$ cat src/rtl/afa_pkg.sv
package afa_pkg;

    localparam int DATA_W  = 32;
    localparam int LANE_W  = 8;
    localparam int LANES   = DATA_W / LANE_W;
    localparam int NIB_POS = 4;
    localparam int HALF_W  = 16;

    typedef enum logic [1:0] {
        SZ_BYTE  = 2'b00,
        SZ_HALF  = 2'b01,
        SZ_WORD  = 2'b10,
        SZ_WORD2 = 2'b11
    } size_e;

    typedef struct packed {
        logic logical;   // AND family
        logic subtract;  // SUB / SBB
        logic chain;     // consumes incoming carry
    } op_ctl_t;

    typedef struct packed {
        logic cf;
        logic af;
        logic sf;
        logic zf;
        logic pf;
        logic of;
    } flags_t;

    function automatic op_ctl_t decode_op(input logic [2:0] code);
        op_ctl_t c;
        c.logical  = code[2];
        c.subtract = ~code[2] & code[1];
        c.chain    = ~code[2] & code[0];
        return c;
    endfunction

    function automatic logic msb_at(input logic [DATA_W-1:0] v, input size_e sz);
        logic b;
        case (sz)
            SZ_BYTE: b = v[LANE_W-1];
            SZ_HALF: b = v[HALF_W-1];
            default: b = v[DATA_W-1];
        endcase
        return b;
    endfunction

    function automatic logic even_ones(input logic [LANE_W-1:0] v);
        return ~(^v);
    endfunction

endpackage

$ cat src/rtl/afa_operand_mask.sv
module afa_operand_mask
    import afa_pkg::*;
(
    input  size_e             size_i,
    input  logic [DATA_W-1:0] dst_i,
    input  logic [DATA_W-1:0] src_i,
    output logic [DATA_W-1:0] dst_o,
    output logic [DATA_W-1:0] src_o,
    output logic [DATA_W-1:0] mask_o
);

    logic [LANES-1:0] lane_en;

    // One enable per byte lane: lane 0 always, lane 1 from halfword up,
    // higher lanes only at full width.
    for (genvar g = 0; g < LANES; g++) begin : g_lane
        if (g == 0) begin : g_low
            assign lane_en[g] = 1'b1;
        end else if (g == 1) begin : g_mid
            assign lane_en[g] = (size_i != SZ_BYTE);
        end else begin : g_high
            assign lane_en[g] = size_i[1];
        end
        assign mask_o[g*LANE_W +: LANE_W] = {LANE_W{lane_en[g]}};
    end

    assign dst_o = dst_i & mask_o;
    assign src_o = src_i & mask_o;

endmodule

$ cat src/rtl/afa_addsub.sv
module afa_addsub
    import afa_pkg::*;
(
    input  size_e             size_i,
    input  logic              subtract_i,
    input  logic              chain_i,
    input  logic              carry_i,
    input  logic [DATA_W-1:0] dst_i,
    input  logic [DATA_W-1:0] src_i,
    input  logic [DATA_W-1:0] mask_i,
    output logic [DATA_W-1:0] sum_o,
    output logic              cout_o,
    output logic              c4_o
);

    logic [DATA_W-1:0] addend;
    logic              cin_add;
    logic [DATA_W:0]   full;

    // Subtraction runs as dst + ~src + (1 - borrow_in) within the width.
    assign addend  = subtract_i ? (~src_i & mask_i) : src_i;
    assign cin_add = subtract_i ? ~(chain_i & carry_i) : (chain_i & carry_i);
    assign full    = {1'b0, dst_i} + {1'b0, addend} + {{DATA_W{1'b0}}, cin_add};
    assign sum_o   = full[DATA_W-1:0] & mask_i;

    always_comb begin
        case (size_i)
            SZ_BYTE: cout_o = full[LANE_W];
            SZ_HALF: cout_o = full[HALF_W];
            default: cout_o = full[DATA_W];
        endcase
    end

    assign c4_o = dst_i[NIB_POS] ^ addend[NIB_POS] ^ full[NIB_POS];

endmodule

$ cat src/rtl/afa_flag_gen.sv
module afa_flag_gen
    import afa_pkg::*;
(
    input  size_e             size_i,
    input  logic              logical_i,
    input  logic              subtract_i,
    input  logic              af_i,
    input  logic [DATA_W-1:0] dst_i,
    input  logic [DATA_W-1:0] src_i,
    input  logic [DATA_W-1:0] res_i,
    input  logic              cout_i,
    input  logic              c4_i,
    output flags_t            flags_o
);

    logic res_flip;
    logic ops_differ;

    assign res_flip   = msb_at(res_i ^ dst_i, size_i);
    assign ops_differ = msb_at(dst_i ^ src_i, size_i);

    always_comb begin
        flags_o.sf = msb_at(res_i, size_i);
        flags_o.zf = (res_i == '0);
        flags_o.pf = even_ones(res_i[LANE_W-1:0]);
        if (logical_i) begin
            flags_o.cf = 1'b0;
            flags_o.of = 1'b0;
            flags_o.af = af_i;
        end else if (subtract_i) begin
            flags_o.cf = ~cout_i;
            flags_o.af = ~c4_i;
            flags_o.of = res_flip & ops_differ;
        end else begin
            flags_o.cf = cout_i;
            flags_o.af = c4_i;
            flags_o.of = res_flip & ~ops_differ;
        end
    end

endmodule

$ cat src/rtl/arith_flag_alu.sv
module arith_flag_alu
    import afa_pkg::*;
(
    input  logic        clk,
    input  logic        rst,
    input  logic        in_valid,
    input  logic [2:0]  op,
    input  logic [1:0]  size,
    input  logic [31:0] dst,
    input  logic [31:0] src,
    input  logic        cf_in,
    input  logic        af_in,
    output logic        out_valid,
    output logic [31:0] result,
    output logic        cf,
    output logic        af,
    output logic        sf,
    output logic        zf,
    output logic        pf,
    output logic        of
);

    size_e             sz;
    op_ctl_t           ctl;
    logic [DATA_W-1:0] dst_m, src_m, mask;
    logic [DATA_W-1:0] sum, res_n;
    logic              cout, c4;
    flags_t            flg_n, flg_q;

    assign sz  = size_e'(size);
    assign ctl = decode_op(op);

    afa_operand_mask u_mask (
        .size_i (sz),
        .dst_i  (dst),
        .src_i  (src),
        .dst_o  (dst_m),
        .src_o  (src_m),
        .mask_o (mask)
    );

    afa_addsub u_addsub (
        .size_i     (sz),
        .subtract_i (ctl.subtract),
        .chain_i    (ctl.chain),
        .carry_i    (cf_in),
        .dst_i      (dst_m),
        .src_i      (src_m),
        .mask_i     (mask),
        .sum_o      (sum),
        .cout_o     (cout),
        .c4_o       (c4)
    );

    assign res_n = ctl.logical ? (dst_m & src_m) : sum;

    afa_flag_gen u_flags (
        .size_i     (sz),
        .logical_i  (ctl.logical),
        .subtract_i (ctl.subtract),
        .af_i       (af_in),
        .dst_i      (dst_m),
        .src_i      (src_m),
        .res_i      (res_n),
        .cout_i     (cout),
        .c4_i       (c4),
        .flags_o    (flg_n)
    );

    always_ff @(posedge clk) begin
        if (rst) begin
            out_valid <= 1'b0;
            result    <= '0;
            flg_q     <= '0;
        end else begin
            out_valid <= in_valid;
            if (in_valid) begin
                result <= res_n;
                flg_q  <= flg_n;
            end
        end
    end

    assign cf = flg_q.cf;
    assign af = flg_q.af;
    assign sf = flg_q.sf;
    assign zf = flg_q.zf;
    assign pf = flg_q.pf;
    assign of = flg_q.of;

    a_r1_strobe: assert property (@(posedge clk) disable iff (rst)
        in_valid |=> out_valid);
    a_r1_idle: assert property (@(posedge clk) disable iff (rst)
        !in_valid |=> (!out_valid && $stable(result)));
    a_r7_logic_clears: assert property (@(posedge clk) disable iff (rst)
        (in_valid && op[2]) |=> (!cf && !of));
    a_r7_af_kept: assert property (@(posedge clk) disable iff (rst)
        (in_valid && op[2]) |=> (af == $past(af_in)));
    a_r8_zero_flag: assert property (@(posedge clk) disable iff (rst)
        out_valid |-> (zf == (result == 32'd0)));
    a_r9_byte_zext: assert property (@(posedge clk) disable iff (rst)
        (in_valid && size == 2'b00) |=> (result[31:8] == 24'd0));

endmodule

$ cat config.mk
export PLATFORM = sky130hd
export DESIGN_NAME = arith_flag_alu
export DESIGN_NICKNAME = d
export VERILOG_FILES = /design/src/rtl/afa_pkg.sv /design/src/rtl/afa_operand_mask.sv /design/src/rtl/afa_addsub.sv /design/src/rtl/afa_flag_gen.sv /design/src/rtl/arith_flag_alu.sv
export SDC_FILE = /design/constraint.sdc
export NUM_CORES = 1
export LEC_CHECK = 0
export BUFFER_PORTS_ARGS = -buffer_cell sky130_fd_sc_hd__buf_4
export CORE_ASPECT_RATIO = 1.75
export CORE_MARGIN = 2
export CORE_UTILIZATION = 55
export DETAILED_ROUTE_END_ITERATION = 10
export HOLD_SLACK_MARGIN = 0.15
export MAX_ROUTING_LAYER = met4
export PLACE_DENSITY_LB_ADDON = 0.1
export SYNTH_ARGS = -nofsm -noshare
export SYNTH_HDL_FRONTEND = slang
export SYNTH_SLANG_ARGS = --single-unit
$ cat constraint.sdc
create_clock -name clk -period 5.3 [get_ports clk]
set_input_delay 0.795 -clock clk [delete_from_list [all_inputs] [get_ports clk]]
set_output_delay 0.795 -clock clk [all_outputs]
set_load 0.01 [all_outputs]
==> flow_metrics.py, run 1 <==
metrics = {
    "run_status": {
        "status": "finished, final reports clean",
    },
    "global_routing": {
        "grt_pass1_wl_um": 24620,
        "track_usage_pct": 35.08,
        "grt_pass1_vias": 5096,
        "grt_max_degree": 58,
        "grt-ovfl-total": 0,
        "antenna_found_initial": 0,
    },
    "yosys": {
        "syn_area_per_cell_um2": 7.481,
        "ys.flop_type": "dfxtp_1",
        "yosysWarnings": 0,
        "synthCells": 618,
        "synth_edf_count": 0,
        "synthesis.nets": 732,
        "synthArstFlopShare_pct": 0,
        "synthDistinctLibCells": 71,
        "synth-seq-cells": 39,
        "yosysSeqAreaShare_pct": 16.89,
        "syn_area_mm2": 0.004623,
    },
    "hold_path": {
        "min-delay-start": "result[29]",
        "min_path_type": "flip-flop to flip-flop",
        "hold_path_end": "result[29]",
        "hold-path-cell-count": 2,
    },
    "layout": {
        "nFillCells": 747,
        "final_nets": 819,
        "fin_util_pct": 67.95,
        "areaGrowthSynthToFinish_pct": 21.38,
        "diodes": 0,
        "drive_gt1_share_pct": 20.96,
    },
    "floorplan": {
        "dieArea_mm2": 0.009184,
        "rows": 44,
        "die_w_um": 73.31,
        "ios": 113,
        "start_util_pct": 55.98,
        "die_y_um": 125.3,
        "core_mm2": 0.008258,
    },
    "timing": {
        "finClkSkew_ps": 0,
        "hold_slack_ps": 467.4,
        "setup_tns_ps": 0,
        "post-route-min-period_ps": 4334,
        "rsz0062_at_grt": "no",
        "hold_viol": 0,
        "timing.final.ws_setup_ps": 965.8,
        "setup_viol": 0,
        "fin_crit_sh_pct": 81.78,
        "worstMarginPinSlew_ps": 789.9,
        "fmax_ghz": 0.2307,
        "drv_slew": 0,
        "slew_headroom_pct": 46.89,
    },
    "clock_tree": {
        "post_cts_buffers": 0,
        "cts_tree": "yes",
        "root_buffer": "clkbuf_16",
        "cts_hold_buffers": 0,
        "numClockSinks": 39,
        "cts_resized": 0,
        "h-tree-depth": 2,
        "cts_buffer_depth": 2,
        "clkTransAtPathRegs_ps": 70,
        "clock_latency_ps": 280,
        "cts_buffers": 5,
    },
    "pwr": {
        "power_frac_comb_pct": 48.7,
        "p_switching_uw": 487.2,
        "intPower_uw": 751.4,
        "power_density_mw_per_mm2": 220.7,
        "pwr-share-clk_pct": 24.5,
        "power_frac_seq_pct": 26.8,
        "peakVddDrop_v": 0.0001463,
        "sw_frac_of_total_pct": 39.34,
        "p_leak_uw": 0.002535,
    },
    "critical_path": {
        "crit_chain": "buf_4, nor2b_4, buf_4, xor2_1, ha_1, a21o_1, o21a_1, o21a_1, nor3_1, a21oi_1, ha_1, nand4_1, nor2_1, o21ai_0, a21oi_1, o311a_1, o2111ai_1, nor4_4, nand4_1, nand2_1",
        "cp.required_ps": 5540,
        "rr_startpoint": "result[22]",
        "reg2reg_to": "result[22]",
        "rrSetupSlack_ps": 4510,
        "crit_start": "op[1]",
        "max_stage_delay_ps": 370,
        "crit_type": "primary input to flip-flop",
        "worst_setup_path_start_kind": "primary input",
        "endpoint_kind": "flip-flop",
        "arrival_ps": 4570,
        "slowest_stage": "buf_4",
        "cp_max_fo": 18,
        "reg2regPathDepth": 2,
    },
    "route": {
        "via_count": 5096,
        "routed_wl_um": 15550,
        "final_antenna_net_count": 0,
        "dr.pass1.iters": 5,
        "wl_per_cell_um": 19.49,
        "drt-vias-per-instance": 6.386,
        "route.detailed.drc": 0,
        "drtIter0Drc": 249,
    },
    "place": {
        "dp_hpwl_um": 12150,
        "routabilityCongestion": 1.017,
        "port_buffers": 112,
        "pre_cts_slack_ps": 688.1,
    },
    "job": {
        "cap_viol_max_count": 0,
    },
}
worst max-delay path by stage:
stage	end	slack, ps	cells after the start
floorplan	zf	530	23
global placement	zf	790	20
detailed placement	zf	690	20
CTS	zf	970	20
global route	zf	640	20
finish	zf	970	20
synth_stat cells (all sizes together), types with 11 or more instances:
cell type,count,share of area [%]
xor2,40,7.6
nand3,21,2.3
a21oi,49,5.5
and2,49,6.7
ha,38,10
nor2,62,5.0
xnor2,18,3.4
a211oi,23,4.0
buf,11,1.2
and3,11,1.6
clkbuf,26,2.1
dfxtp,39,17
o21ai,26,3.1
inv,13,1.1
nand2,55,4.5
mux2i,11,2.4
placed cells by master (no fill, tap or decap), types with 4 or more instances in the layout:
cell type  instances
a21o_1             7
a311oi_1           4
a21oi_1           47
dfxtp_1           39
and3_1            10
o21ai_0           22
a211oi_1          21
clkbuf_16          5
nor3_1             9
nor2_1            62
xnor2_1           18
o31ai_1            7
nand2_1           55
inv_1             13
o21a_1            10
a31oi_1            9
mux2i_1           11
nand3_1           21
nand2b_1           8
ha_1              38
nand4_1            7
buf_4            117
and2_1            46
xor2_1            40
a32o_1             4
critical path: cells and delay by family:
kind            cells  cell delay, ps
buf+inv             2             490
xor+xnor            1             120
simple gates        7             970
fa+ha+maj           2             590
compound gates      8            1610
power groups by stage:
stage	clock, µW	sequential (µW)	combinational [µW]
after floorplan	0	345	393
after CTS	306	332	597
after detailed placement	0	338	594
final	303	332	604
after global placement	0	337	583
after global routing	315	334	658
through the flow:
stage	instance area (µm²)	cells	power [µW]
floorplan	4623	618	738.2
finish	5612	798	1239
detailed placement	5470	790	931.7
global route	5612	798	1307
global placement	5470	790	920.7
CTS	5612	798	1235
final cells by class:
class / count / area [µm²] / share of cell area [%]
Inverter: 13 / 48.80 / 0.8696
Timing Repair Buffer: 117 / 878.3 / 15.65
Sequential cell: 39 / 780.7 / 13.91
Clock buffer: 6 / 128.9 / 2.297
Tap cell: 92 / 115.1 / 2.051
Clock inverter: 2 / 12.51 / 0.2230
Multi-Input combinational cell: 529 / 3647 / 64.99
flip-flops by register name, summed over array words and instances, names as in the netlist:
signal,flops
cf,1
result,32
of,1
out_valid,1
af,1
sf,1
zf,1
pf,1
cells by family after synthesis:
kind of cell / count (synthesis) / synth area share, %
compound gates: 170 / 25.90
xor+xnor: 58 / 10.99
fa+ha+maj: 40 / 11.15
buf+inv: 50 / 4.384
flops: 39 / 16.89
mux: 13 / 2.869
simple gates: 248 / 27.82
routing by layer:
metal  GRT usage [%]  vias up  routed length [µm]
li1                -     2418                   -
met1           34.69     2363                5386
met2           61.37      232                8289
met3           4.110       83                 801
met4           23.96        0                1073
met5               -        -                   0
No activity file was read; power rests on OpenSTA's default activity.
==> run 2: changes to the inputs <==
--- a/config.mk
+++ b/config.mk
@@ -5,10 +5,11 @@
 export SDC_FILE = /design/constraint.sdc
 export NUM_CORES = 1
 export LEC_CHECK = 0
+export ABC_AREA = 1
 export BUFFER_PORTS_ARGS = -buffer_cell sky130_fd_sc_hd__buf_4
 export CORE_ASPECT_RATIO = 1.75
 export CORE_MARGIN = 2
-export CORE_UTILIZATION = 55
+export CORE_UTILIZATION = 51
 export DETAILED_ROUTE_END_ITERATION = 10
 export HOLD_SLACK_MARGIN = 0.15
 export MAX_ROUTING_LAYER = met4
==> constraint.sdc (replaced) <==
create_clock -name clk -period 3.7 [get_ports clk]
set_input_delay 0.555 -clock clk [delete_from_list [all_inputs] [get_ports clk]]
set_output_delay 0.555 -clock clk [all_outputs]
set_load 0.01 [all_outputs]
==> flow_metrics.py, run 2 <==
metrics = {
    "run_status": {
        "status": "finished, final reports clean",
    },
    "yosys": {
        "syn_area_mm2": 0.005391,
        "netlist.area_leader.share_pct": 20.12,
        "synth_area_leaders": "nand2_1 20%, dfxtp_1 14%, inv_1 14%",
        "synthArstFlopShare_pct": 0,
        "yosys.area.top_type": "nand2_1",
        "yosys-top-cells-count": "289 x nand2_1, 206 x inv_1, 111 x nor2_1",
        "synthesis.nets": 1125,
        "ys.flop_type": "dfxtp_1",
        "synth.most_common_cell": "nand2_1",
        "synth_edf_count": 0,
        "synth-seq-cells": 39,
        "synthDistinctLibCells": 38,
        "yosysWarnings": 0,
        "synthCells": 1011,
        "syn_area_per_cell_um2": 5.333,
        "yosysSeqAreaShare_pct": 14.48,
    },
    "pwr": {
        "pwr-share-clk_pct": 28.0,
        "sw_frac_of_total_pct": 38.78,
        "p_leak_uw": 0.004150,
        "power_frac_seq_pct": 23.6,
        "power_frac_comb_pct": 48.3,
        "p_switching_uw": 776.1,
        "intPower_uw": 1225,
        "power_density_mw_per_mm2": 295.4,
        "peakVddDrop_v": 0.0002938,
    },
    "timing": {
        "fmax_ghz": 0.2925,
        "rsz0062_at_grt": "no",
        "slew_headroom_pct": 62.33,
        "post-route-min-period_ps": 3419,
        "hold_slack_ps": 480.0,
        "finClkSkew_ps": 0,
        "setup_viol": 0,
        "worstMarginPinSlew_ps": 562.9,
        "fin_crit_sh_pct": 92.39,
        "drv_slew": 0,
        "hold_viol": 0,
    },
    "critical_path": {
        "arrival_ps": 3630,
        "slowest_stage": "fa_1",
        "worst_setup_path_start_kind": "primary input",
        "crit_chain": "buf_4, inv_1, nor2_4, xor2_1, fa_1, inv_1, fa_1, inv_1, nand2_1, nand3_2, or2_2, a31oi_1, ha_1, nand4_1, nand3b_1, nor2_1, nand2_1, nor2_1, nand2_1, nor2_1, nand3_1, a21oi_2",
        "max_stage_delay_ps": 430,
        "endpoint_kind": "flip-flop",
        "crit_type": "primary input to flip-flop",
        "cp.required_ps": 3920,
        "cp_max_fo": 5,
    },
    "layout": {
        "final_nets": 1253,
        "drive_gt1_share_pct": 16.75,
        "final_common_cell": "nand2_1",
        "stdcell_count": 1267,
        "largest_register_ff_count": 32,
        "top_register": "result",
        "fin_util_pct": 65.77,
        "areaGrowthSynthToFinish_pct": 25.64,
        "nFillCells": 1093,
        "layout_common_cells": "289 x nand2_1, 206 x inv_1, 148 x buf_4",
        "diodes": 0,
    },
    "global_routing": {
        "track_usage_pct": 34.62,
        "grt_pass1_vias": 6114,
        "grt_max_degree": 46,
        "grt_pass1_wl_um": 29690,
        "grt-ovfl-total": 0,
        "antenna_found_initial": 0,
    },
    "route": {
        "via_count": 6598,
        "dr.pass1.iters": 5,
        "routed_wl_um": 19240,
        "drtIter0Drc": 426,
        "final_antenna_net_count": 0,
        "route.detailed.drc": 0,
        "drt-vias-per-instance": 5.208,
        "wl_per_cell_um": 15.18,
    },
    "clock_tree": {
        "numClockSinks": 39,
        "cts_hold_buffers": 0,
        "clock_latency_ps": 280,
        "root_buffer": "clkbuf_16",
        "clkTransAtPathRegs_ps": 60,
        "cts_buffers": 5,
        "h-tree-depth": 2,
        "cts_buffer_depth": 2,
        "cts_tree": "yes",
    },
    "job": {
        "cap_viol_max_count": 0,
    },
    "floorplan": {
        "rows": 49,
        "dieArea_mm2": 0.01144,
        "start_util_pct": 52.34,
        "ios": 113,
        "core_mm2": 0.01030,
        "die_w_um": 81.72,
        "die_y_um": 140.0,
    },
    "place": {
        "routabilityCongestion": 1.021,
        "dp_hpwl_um": 16000,
        "place_inst": 1259,
        "port_buffers": 112,
    },
    "hold_path": {
        "min_path_type": "flip-flop to flip-flop",
    },
}
==> run 2: layout make-up <==
| class | instances | area, µm² | share of cell area (%) |
|---|---|---|---|
| inverter | 214 | 803.3 | 11.86 |
| multi-input combinational | 730 | 3711 | 54.78 |
| timing repair buffer | 149 | 1131 | 16.70 |
| tap | 127 | 158.9 | 2.346 |
| sequential | 39 | 780.7 | 11.53 |
| clock buffer | 6 | 128.9 | 1.902 |
| clock inverter | 2 | 60.06 | 0.8866 |
==> run 2: metrics by stage <==
step | instance area, µm² | power (µW) | worst slack (ps) | setup TNS (ps)
final | 6774 | 2001 | 281.4 | 0
after global placement | 6573 | 1430 | -35.31 | -35.31
after global routing | 6774 | 2130 | 6.926 | 0
after floorplan | 5391 | 1062 | 17.97 | 0
after CTS | 6761 | 1992 | 186.7 | 0
after detailed placement | 6573 | 1436 | -67.01 | -67.01
==> run 2: logic make-up (layout without fill, tap and decap cells) <==
family	count (synthesis)	in the layout	share of synthesized area, %
AOI/OAI and AO/OA	139	139	14.18
buffers and inverters	242	371	16.92
adders and majority gates	40	40	9.561
xor gates and xnor gates	18	18	2.924
and+or+nand+nor	533	533	41.94
DFF	39	39	14.48
==> run 2: worst max-delay path, delay by kind of cell <==
family,cells,cell delay (ps)
xor+xnor,1,160
compound gates,2,410
buf+inv,4,400
simple gates,12,1250
fa+ha+maj,3,830
==> run 2: what timing repair did <==
item | 4_1_cts | 5_1_grt
buffers inserted | 0 | 0
endpoints found under the setup margin | 0 | 1
resized for setup | 0 | 5
==> run 2: layer usage <==
metal / vias up / wire length, µm / global-route usage [%]
met4: 0 / 1351 / 20.00
li1: 3392 / - / -
met1: 2930 / 6757 / 33.37
met2: 212 / 10380 / 64.10
met5: - / 0 / -
met3: 64 / 750 / 2.964
==> run 2: power groups by stage <==
stage	sequential (µW)	clock (µW)	combinational [µW]
detailed placement	481	0	955
finish	473	561	967
CTS	472	558	962
floorplan	494	0	568
global route	476	582	1070
global placement	481	0	949
==> run 2: final timing paths <==
path         cells after the start    endpoint  slack, ps        from
min reg2reg                      2          cf        480          cf
max                             22          zf        280       op[1]
max reg2reg                      4  result[22]       2950  result[22]
min                              2          cf        480          cf
==> run 3: changes to the inputs <==
==> constraint.sdc (replaced) <==
create_clock -name clk -period 2.8 [get_ports clk]
set_input_delay 0.42 -clock clk [delete_from_list [all_inputs] [get_ports clk]]
set_output_delay 0.42 -clock clk [all_outputs]
set_load 0.01 [all_outputs]
==> flow_metrics.py, run 3 (synthesis gave the netlist of run 2 again) <==
metrics = {
    "job": {
        "cap_viol_max_count": 0,
    },
    "route": {
        "dr.pass1.iters": 5,
        "route.detailed.drc": 0,
        "drtIter0Drc": 544,
        "final_antenna_net_count": 0,
        "drt-vias-per-instance": 5.376,
        "routed_wl_um": 23160,
        "via_count": 7602,
        "wl_per_cell_um": 16.38,
    },
    "run_status": {
        "violations": "negative setup slack",
        "status": "finished, violations left",
    },
    "timing": {
        "setup_viol": 25,
        "finClkSkew_ps": 0,
        "rsz0062_at_grt": "yes",
        "timing.final.ws_setup_ps": -451.0,
        "post-route-min-period_ps": 3251,
        "hold_viol": 0,
        "fmax_ghz": 0.3076,
        "worstMarginPinSlew_ps": 616.0,
        "slew_headroom_pct": 58.50,
        "setup_tns_ps": -4006,
        "drv_slew": 0,
        "fin_crit_sh_pct": 116.1,
    },
    "layout": {
        "areaGrowthSynthToFinish_pct": 55.98,
        "diodes": 0,
        "design_area_mm2": 0.008409,
        "largest_register_ff_count": 32,
        "layout_common_cells": "289 x buf_4, 244 x nand2_1, 202 x inv_1",
        "final_nets": 1400,
        "drive_gt1_share_pct": 35.66,
        "top_register": "result",
        "final_common_cell": "buf_4",
    },
    "floorplan": {
        "start_util_pct": 52.34,
        "dieArea_mm2": 0.01144,
        "die_y_um": 140.0,
        "die_w_um": 81.72,
        "core_mm2": 0.01030,
        "rows": 49,
        "ios": 113,
    },
    "place": {
        "routabilityCongestion": 1.026,
        "dp_hpwl_um": 16880,
        "port_buffers": 112,
        "place_area_mm2": 0.007400,
    },
    "critical_path": {
        "slowest_stage": "fa_2",
        "path_delay_family": "simple AND/OR/NAND/NOR gates",
        "cp.required_ps": 3020,
        "crit_chain": "buf_8, clkinvlp_4, buf_4, o21ai_1, a21oi_1, fa_2, inv_2, fa_2, inv_2, nand2_2, nand3_2, or2_4, a31oi_4, buf_6, ha_4, nand4_1, nand3b_1, nor2_2, nand2_1, nor2_2, nand2_1, nor2_1, nand3_1, a21oi_2",
        "path_buf_inv": 6,
        "endpoint_kind": "flip-flop",
        "worst_setup_path_start_kind": "primary input",
        "crit_type": "primary input to flip-flop",
        "arrival_ps": 3470,
        "max_stage_delay_ps": 370,
        "cp_max_fo": 3,
    },
    "global_routing": {
        "grt_pass1_wl_um": 33950,
        "use_met3_pct": 6.572,
        "grt.busiest_layer": "met2",
        "gr-usage-met1_pct": 36.35,
        "track_usage_pct": 39.17,
        "use_met2_pct": 70.39,
        "grt_pass1_vias": 7325,
        "grt_max_degree": 43,
        "grt-ovfl-total": 0,
        "antenna_found_initial": 0,
    },
    "pwr": {
        "p_switching_uw": 1261,
        "power_frac_seq_pct": 20.0,
        "power_frac_comb_pct": 59.2,
        "peakVddDrop_v": 0.0005108,
        "pwr-share-clk_pct": 20.8,
        "sw_frac_of_total_pct": 40.32,
        "power_density_mw_per_mm2": 371.9,
        "finalPower_uw": 3128,
        "p_leak_uw": 0.004980,
        "intPower_uw": 1867,
    },
    "clock_tree": {
        "h-tree-depth": 2,
        "clkTransAtPathRegs_ps": 50,
        "cts_hold_buffers": 0,
        "cts_buffer_depth": 2,
        "root_buffer": "clkbuf_16",
        "clock_latency_ps": 280,
        "cts_buffers": 5,
        "cts_tree": "yes",
        "numClockSinks": 39,
    },
    "hold_path": {
        "min_path_type": "flip-flop to flip-flop",
    },
}
==> run 3: cell types whose count changed in the layout (fill, tap and decap cells not counted), moves of 11 or more <==
cell,delta
nand2_1,-45
buf_4,+141
o21ai_0,-36
nand2_2,+39
o21ai_2,+11
o21ai_1,+25
a21oi_1,-12
nor2_1,-21
nor2_2,+15
==> run 3: layout make-up <==
cell class | instances | area, µm²
clock buffers | 5 | 125.1
repair buffers | 296 | 2278
multi-input cells | 730 | 4213
well taps | 127 | 158.9
fillers | 776 | 1891
inverters | 214 | 809.5
flip-flops and latches | 39 | 780.7
clock inverters | 3 | 43.79
==> run 3: repair_timing <==
action,CTS,global route
buffers inserted,20,20
setup endpoints to repair,27,29
pin swaps,20,51
endpoints found under the hold margin,0,0
gates resized for setup,55,124
gates cloned,0,1
==> run 3: final timing paths <==
kind / startpoint / endpoint / slack (ps) / depth (start not counted)
worst min register to register: of / of / 470 / 2
worst max-delay path: op[1] / zf / -450 / 24
worst min-delay path: of / of / 470 / 2
worst max register to register: sf / sf / 1940 / 2
==> run 3: worst register-to-register path, cell delays in order (launching register included) <==
cell	delay (ps)
dfxtp_1	330
o21ai_0	310
a31oi_1	90
==> run 3: power groups by stage <==
stage / Clock [µW] / Combinational [µW] / Sequential [µW]
6_report: 650 / 1850 / 626
5_1_grt: 673 / 2000 / 630
4_1_cts: 649 / 1600 / 624
3_5_place_dp: 0 / 1480 / 635
3_3_place_gp: 0 / 1470 / 635
2_1_floorplan: 0 / 760 / 653
==> run 3: metal layers <==
layer,vias up,wire length (µm)
li1,3700,-
met1,3367,7630
met2,373,11850
met3,162,1405
met4,0,2275
met5,-,0
==> run 3: stage by stage <==
stage	setup WS, ps	utilization, %	hold WS [ps]	instances
after CTS	-293.9	76.54	473.4	1393
after global routing	-697.0	81.64	495.2	1414
after detailed placement	-828.6	71.84	459.7	1365
after floorplan	-334.3	-	490.0	1011
final	-451.0	81.64	474.9	1414
after global placement	-786.8	71.84	458.6	1365
